--- config.mk ---
export PLATFORM = sky130hd
export DESIGN_NAME = serial_cfg_port
export DESIGN_NICKNAME = d
export VERILOG_FILES = /design/src/rtl/serial_cfg_pkg.sv /design/src/rtl/serial_cfg_edge.sv /design/src/rtl/serial_cfg_frame.sv /design/src/rtl/serial_cfg_select.sv /design/src/rtl/serial_cfg_port.sv
export SDC_FILE = /design/constraint.sdc
export NUM_CORES = 1
export LEC_CHECK = 0
export BUFFER_PORTS_ARGS = -buffer_cell sky130_fd_sc_hd__buf_2
export CORE_MARGIN = 3
export CORE_UTILIZATION = 56
export DETAILED_ROUTE_END_ITERATION = 10
export GPL_ROUTABILITY_DRIVEN = 0
export PLACE_DENSITY = 0.81
export SETUP_SLACK_MARGIN = 0.05
export SYNTH_ARGS = -nofsm -noshare
export SYNTH_HDL_FRONTEND = slang
export SYNTH_HIERARCHICAL = 1
export SYNTH_SLANG_ARGS = --single-unit
--- constraint.sdc ---
create_clock -name clk -period 2.6 [get_ports clk]
set_clock_uncertainty 0.15 [all_clocks]
set_input_delay 0.39 -clock clk [delete_from_list [all_inputs] [get_ports clk]]
set_output_delay 0.39 -clock clk [all_outputs]
set_load 0.01 [all_outputs]
--- src/rtl/serial_cfg_pkg.sv ---
package serial_cfg_pkg;

    localparam int CFG_W  = 16;
    localparam int DATA_W = 24;
    localparam int STAT_W = 24;
    localparam int RD_W   = DATA_W + STAT_W;
    localparam int CNT_W  = $clog2(RD_W) + 1;
    localparam logic [CFG_W-1:0] CFG_USED = 16'h0DFF;

    typedef enum logic {
        XFER_WRITE = 1'b0,
        XFER_READ  = 1'b1
    } xfer_e;

    typedef struct packed {
        logic [3:0] spare_hi;
        logic       pwrdn;
        logic       tsel;
        logic       spare_mid;
        logic [2:0] bw;
        logic       od_mode;
        logic [4:0] pga;
    } cfg_t;

    function automatic cfg_t cfg_from_word(logic [CFG_W-1:0] w);
        return cfg_t'(w & CFG_USED);
    endfunction

    function automatic cfg_t cfg_from_pins(logic pd, logic ts, logic [2:0] bw,
                                           logic [4:0] pga);
        cfg_t c;
        c         = '0;
        c.pwrdn   = pd;
        c.tsel    = ts;
        c.bw      = bw;
        c.od_mode = 1'b0;
        c.pga     = pga;
        return c;
    endfunction

endpackage

--- src/rtl/serial_cfg_edge.sv ---
module serial_cfg_edge #(
    parameter int N = 2,
    parameter logic [N-1:0] IDLE = '0
) (
    input  logic         clk,
    input  logic         rst,
    input  logic [N-1:0] lvl,
    output logic [N-1:0] q,
    output logic [N-1:0] rise,
    output logic [N-1:0] fall
);

    for (genvar i = 0; i < N; i++) begin : g_sig
        always_ff @(posedge clk) begin
            if (rst) q[i] <= IDLE[i];
            else     q[i] <= lvl[i];
        end
        assign rise[i] =  lvl[i] & ~q[i];
        assign fall[i] = ~lvl[i] &  q[i];
    end

endmodule

--- src/rtl/serial_cfg_frame.sv ---
module serial_cfg_frame
    import serial_cfg_pkg::*;
(
    input  logic              clk,
    input  logic              rst,
    input  logic              cs_fall,
    input  logic              cs_rise,
    input  logic              cs_low,
    input  logic              sclk_rise,
    input  logic              sdi,
    input  logic              rw,
    input  logic              rsel,
    input  logic [DATA_W-1:0] data_word,
    input  logic [STAT_W-1:0] stat_word,
    output logic              sdo,
    output logic              commit,
    output logic [CFG_W-1:0]  commit_word,
    output logic [CNT_W-1:0]  bit_cnt,
    output logic              is_write
);

    localparam logic [CNT_W-1:0] CNT_MAX = '1;
    localparam logic [CNT_W-1:0] CNT_CFG = CNT_W'(CFG_W);

    xfer_e            mode_q;
    logic [CFG_W-1:0] wr_sr;
    logic [RD_W-1:0]  rd_sr;

    always_ff @(posedge clk) begin
        if (rst) begin
            mode_q  <= XFER_WRITE;
            bit_cnt <= '0;
            wr_sr   <= '0;
            rd_sr   <= '0;
        end else if (cs_fall) begin
            mode_q  <= rw ? XFER_READ : XFER_WRITE;
            bit_cnt <= '0;
            rd_sr   <= rsel ? {data_word, stat_word}
                            : {stat_word, {DATA_W{1'b0}}};
        end else if (sclk_rise && cs_low) begin
            if (bit_cnt != CNT_MAX) bit_cnt <= bit_cnt + 1'b1;
            if (mode_q == XFER_WRITE) wr_sr <= {wr_sr[CFG_W-2:0], sdi};
            else                      rd_sr <= {rd_sr[RD_W-2:0], 1'b0};
        end
    end

    assign is_write    = (mode_q == XFER_WRITE);
    assign commit      = cs_rise && is_write && (bit_cnt == CNT_CFG);
    assign commit_word = wr_sr;
    assign sdo         = cs_low && (mode_q == XFER_READ) && rd_sr[RD_W-1];

endmodule

--- src/rtl/serial_cfg_select.sv ---
module serial_cfg_select
    import serial_cfg_pkg::*;
(
    input  logic             clk,
    input  logic             rst,
    input  logic             hs_mode,
    input  logic             hw_pwrdn,
    input  logic             hw_tsel,
    input  logic [2:0]       hw_bw,
    input  logic [4:0]       hw_pga,
    input  logic             commit,
    input  logic [CFG_W-1:0] commit_word,
    input  logic             drdy_in,
    output cfg_t             sw_cfg,
    output cfg_t             eff_cfg,
    output logic             drdy_o,
    output logic             drdy_oe
);

    cfg_t pin_cfg;

    assign pin_cfg = cfg_from_pins(hw_pwrdn, hw_tsel, hw_bw, hw_pga);

    always_ff @(posedge clk) begin
        if (rst)         sw_cfg <= pin_cfg;
        else if (commit) sw_cfg <= cfg_from_word(commit_word);
    end

    assign eff_cfg = hs_mode ? pin_cfg : sw_cfg;

    always_comb begin
        if (eff_cfg.od_mode) begin
            drdy_o  = 1'b1;
            drdy_oe = drdy_in;
        end else begin
            drdy_o  = drdy_in;
            drdy_oe = 1'b1;
        end
    end

endmodule

--- src/rtl/serial_cfg_port.sv ---
module serial_cfg_port
    import serial_cfg_pkg::*;
(
    input  logic              clk,
    input  logic              rst,
    input  logic              hs_mode,
    input  logic              hw_pwrdn,
    input  logic              hw_tsel,
    input  logic [2:0]        hw_bw,
    input  logic [4:0]        hw_pga,
    input  logic              cs_n,
    input  logic              sclk,
    input  logic              sdi,
    input  logic              rw,
    input  logic              rsel,
    input  logic [DATA_W-1:0] data_word,
    input  logic [STAT_W-1:0] stat_word,
    input  logic              drdy_in,
    output logic              sdo,
    output logic              drdy_o,
    output logic              drdy_oe,
    output logic              pwrdn_o,
    output logic              tsel_o,
    output logic [2:0]        bw_o,
    output logic [4:0]        pga_o
);

    logic [1:0]       e_q, e_rise, e_fall;
    logic             cs_rise, cs_fall, cs_low, sclk_rise;
    logic             commit, is_write;
    logic [CFG_W-1:0] commit_word;
    logic [CNT_W-1:0] bit_cnt;
    cfg_t             sw_cfg, eff_cfg;

    serial_cfg_edge #(.N(2), .IDLE(2'b10)) u_edge (
        .clk (clk),
        .rst (rst),
        .lvl ({cs_n, sclk}),
        .q   (e_q),
        .rise(e_rise),
        .fall(e_fall)
    );

    assign sclk_rise = e_rise[0];
    assign cs_rise   = e_rise[1];
    assign cs_fall   = e_fall[1];
    assign cs_low    = ~e_q[1];

    serial_cfg_frame u_frame (
        .clk        (clk),
        .rst        (rst),
        .cs_fall    (cs_fall),
        .cs_rise    (cs_rise),
        .cs_low     (cs_low),
        .sclk_rise  (sclk_rise),
        .sdi        (sdi),
        .rw         (rw),
        .rsel       (rsel),
        .data_word  (data_word),
        .stat_word  (stat_word),
        .sdo        (sdo),
        .commit     (commit),
        .commit_word(commit_word),
        .bit_cnt    (bit_cnt),
        .is_write   (is_write)
    );

    serial_cfg_select u_sel (
        .clk        (clk),
        .rst        (rst),
        .hs_mode    (hs_mode),
        .hw_pwrdn   (hw_pwrdn),
        .hw_tsel    (hw_tsel),
        .hw_bw      (hw_bw),
        .hw_pga     (hw_pga),
        .commit     (commit),
        .commit_word(commit_word),
        .drdy_in    (drdy_in),
        .sw_cfg     (sw_cfg),
        .eff_cfg    (eff_cfg),
        .drdy_o     (drdy_o),
        .drdy_oe    (drdy_oe)
    );

    assign pwrdn_o = eff_cfg.pwrdn;
    assign tsel_o  = eff_cfg.tsel;
    assign bw_o    = eff_cfg.bw;
    assign pga_o   = eff_cfg.pga;

endmodule

==> flow_summary_export.csv <==
group,metric,value,unit
status,status,"completed",
run,max_cap_violations,0,
sta,setup_violations,0,
floorplanning,fp-row-count,30,
worst_setup_path,rr_startpoint,"u_frame/mode_q",
worst_setup_path,timing.critical_path.to,"u_sel/sw_cfg[4]",
pwr,switchingPower,719,uW
route,vias_per_cell,5.62,
pwr,vdd_drop_max,0.329,mV
route,drt-wirelength-per-cell,14.0,um
sta,max_clock_freq,497,MHz
worst_setup_path,cpMaxStageDelayCell,"or4_1",
worst_setup_path,path_class,"flop to flop",
cts,numCtsBuffers,9,
yosys,syn_avg_cell_area,9.24,sq um
pwr,p_per_area,609,nW/um^2
placed_design,hpwlAfterDp,5720,um
route,drc,0,
pwr,combPwrFrac,14.3,%
cts,root_buffer,"clkbuf_8",
pwr,p_leak,1.87,nW
hold_path,hp-class,"input port to flop",
cts,h-tree-depth,3,
sta,hold_viol_final,0,
floorplanning,core_area,6870,sq um
cts,cts_setup_buffers,0,
cts,hold_buffers,0,
sta,finalMaxSlewViolations,0,
pwr,clkPwrFrac,36.6,%
floorplanning,die_h,90.5,um
finish,diodes,0,
worst_setup_path,crit_arrival,2.07,ns
pwr,internal-power,2.06,mW
finish,finalNetCount,559,
cts,cts.clk_slew.worst_paths,0.08,ns
route,ant_nets,0,
finish,final_common_cell,"buf_2",
yosys,ys_warn_count,6,
grt,grt_start_max_net_pins,73,
sta,period_minus_slack,2.01,ns
finish,final_cell_mix,"buf_2, dfxtp_1, nand2_1",
finish,drive_above_1_share,25.3,%
sta,worstMarginPinSlew,0.588,ns
floorplanning,initial_core_util,58.3,%
finish,multiInputGateArea,2000,sq um
pwr,swShare,25.8,%
finish,fin_util,66.5,%
sta,slew_headroom,60.8,%
placed_design,placed_area,4340,sq um
finish,fillers,551,
worst_setup_path,reg2regPathDepth,4,
worst_setup_path,worstPathCellList,"or4_1, nor2_1, nor2b_2, a22o_1",
cts,clkSinkCount,81,
pwr,p_seq_share,49.0,%
grt,overflow,0,
worst_setup_path,timing.rr.end,"u_sel/sw_cfg[4]",
grt,grt_pass1_vias,3092,
grt,antenna_found_initial,0,
finish,postLayoutCellArea,4570,sq um
route,vias,3319,
worst_setup_path,startpoint_type,"flop",
floorplanning,die_w,90.5,um
worst_setup_path,reg2reg_slack,0.59,ns
yosys,synth.cell_area,4000,sq um
yosys,synth_cells,433,
worst_setup_path,path_max_fanout,9,
worst_setup_path,max_stage_delay,0.52,ns
yosys,synth.net_count,502,
worst_setup_path,crit_family,"simple AND/OR/NAND/NOR gates",
placed_design,port_buffers,79,
sta,holdWs,0.127,ns
finish,area_growth,14.2,%
pwr,total_power,2.78,mW
cts,cts_max_path_buffers,2,
cts,clk_latency,0.34,ns
sta,rsz0062_at_grt,"false",
route,routed_wl,8250,um
route,firstDrtPassIters,5,
sta,fin_crit_sh,77.4,%
grt,grt_pass1_wl,13900,um
finish,regArea,1720,sq um
cts,cts_tree,"done",
cts,post_cts_resize_count,0,
worst_setup_path,cp-end-kind,"flop",
worst_setup_path,crit_path_start,"u_frame/mode_q",
grt,track_usage,20.2,%
route,drtIter0Drc,169,
worst_setup_path,required,2.66,ns
sta,fin_tns_setup,0,ns
floorplanning,dieArea,8200,sq um
worst_setup_path,crit_buf_inv,0,
worst_setup_path,cp_num_cells,4,
floorplanning,num_io_pins,80,
## through the flow
stage,setup slack (ns),instances
2_1_floorplan,0.787,433
5_1_grt,0.434,591
4_1_cts,0.590,591
3_5_place_dp,0.557,575
3_3_place_gp,0.610,575
6_report,0.588,591
## power groups by stage
stage / clock network [mW] / logic (mW) / registers, mW
2_1_floorplan: 0 / 0.296 / 1.38
3_3_place_gp: 0 / 0.386 / 1.39
3_5_place_dp: 0 / 0.398 / 1.39
4_1_cts: 1.04 / 0.399 / 1.36
5_1_grt: 1.09 / 0.443 / 1.37
6_report: 1.02 / 0.399 / 1.37
## state kept, by name, summed over array words and instances (netlist names)
signal and cells:
u_frame/commit_word 12, u_frame/mode_q 1, u_sel/sw_cfg 11, u_frame/rd_sr 48, u_edge/q 2, u_frame/bit_cnt 7
## layer usage
| metal | vias up | part of all wire [%] | global-route usage, % |
|---|---|---|---|
| met5 | - | 0 | 0 |
| met4 | 0 | 0.80 | 8.29 |
| met3 | 6 | 5.3 | 3.58 |
| met2 | 101 | 49 | 33.2 |
| met1 | 1545 | 45 | 26.2 |
| li1 | 1667 | - | - |
## worst reg2reg max path, stage by stage, from the launching register on
cell	delay (ns)
dfxtp_1	0.39
or4_1	0.52
nor2_1	0.24
nor2b_2	0.40
a22o_1	0.20
## worst min-delay path by stage
stage	startpoint	end	cells after the start
2_1_floorplan	u_frame/rd_sr[47]	u_frame/rd_sr[47]	2
3_3_place_gp	u_frame/rd_sr[34]	u_frame/rd_sr[34]	2
3_5_place_dp	u_frame/rd_sr[35]	u_frame/rd_sr[35]	2
4_1_cts	sclk	u_edge/q[0]	2
5_1_grt	sclk	u_edge/q[0]	2
6_report	sclk	u_edge/q[0]	2
## final cells by class
class	count	share of cell area [%]
multi-input cells	306	43.8
flip-flops and latches	81	37.7
repair buffers	87	10.5
clock buffers	9	2.71
well taps	96	2.63
clock inverters	7	2.22
inverters	5	0.411
No activity file was read; power rests on OpenSTA's default activity.
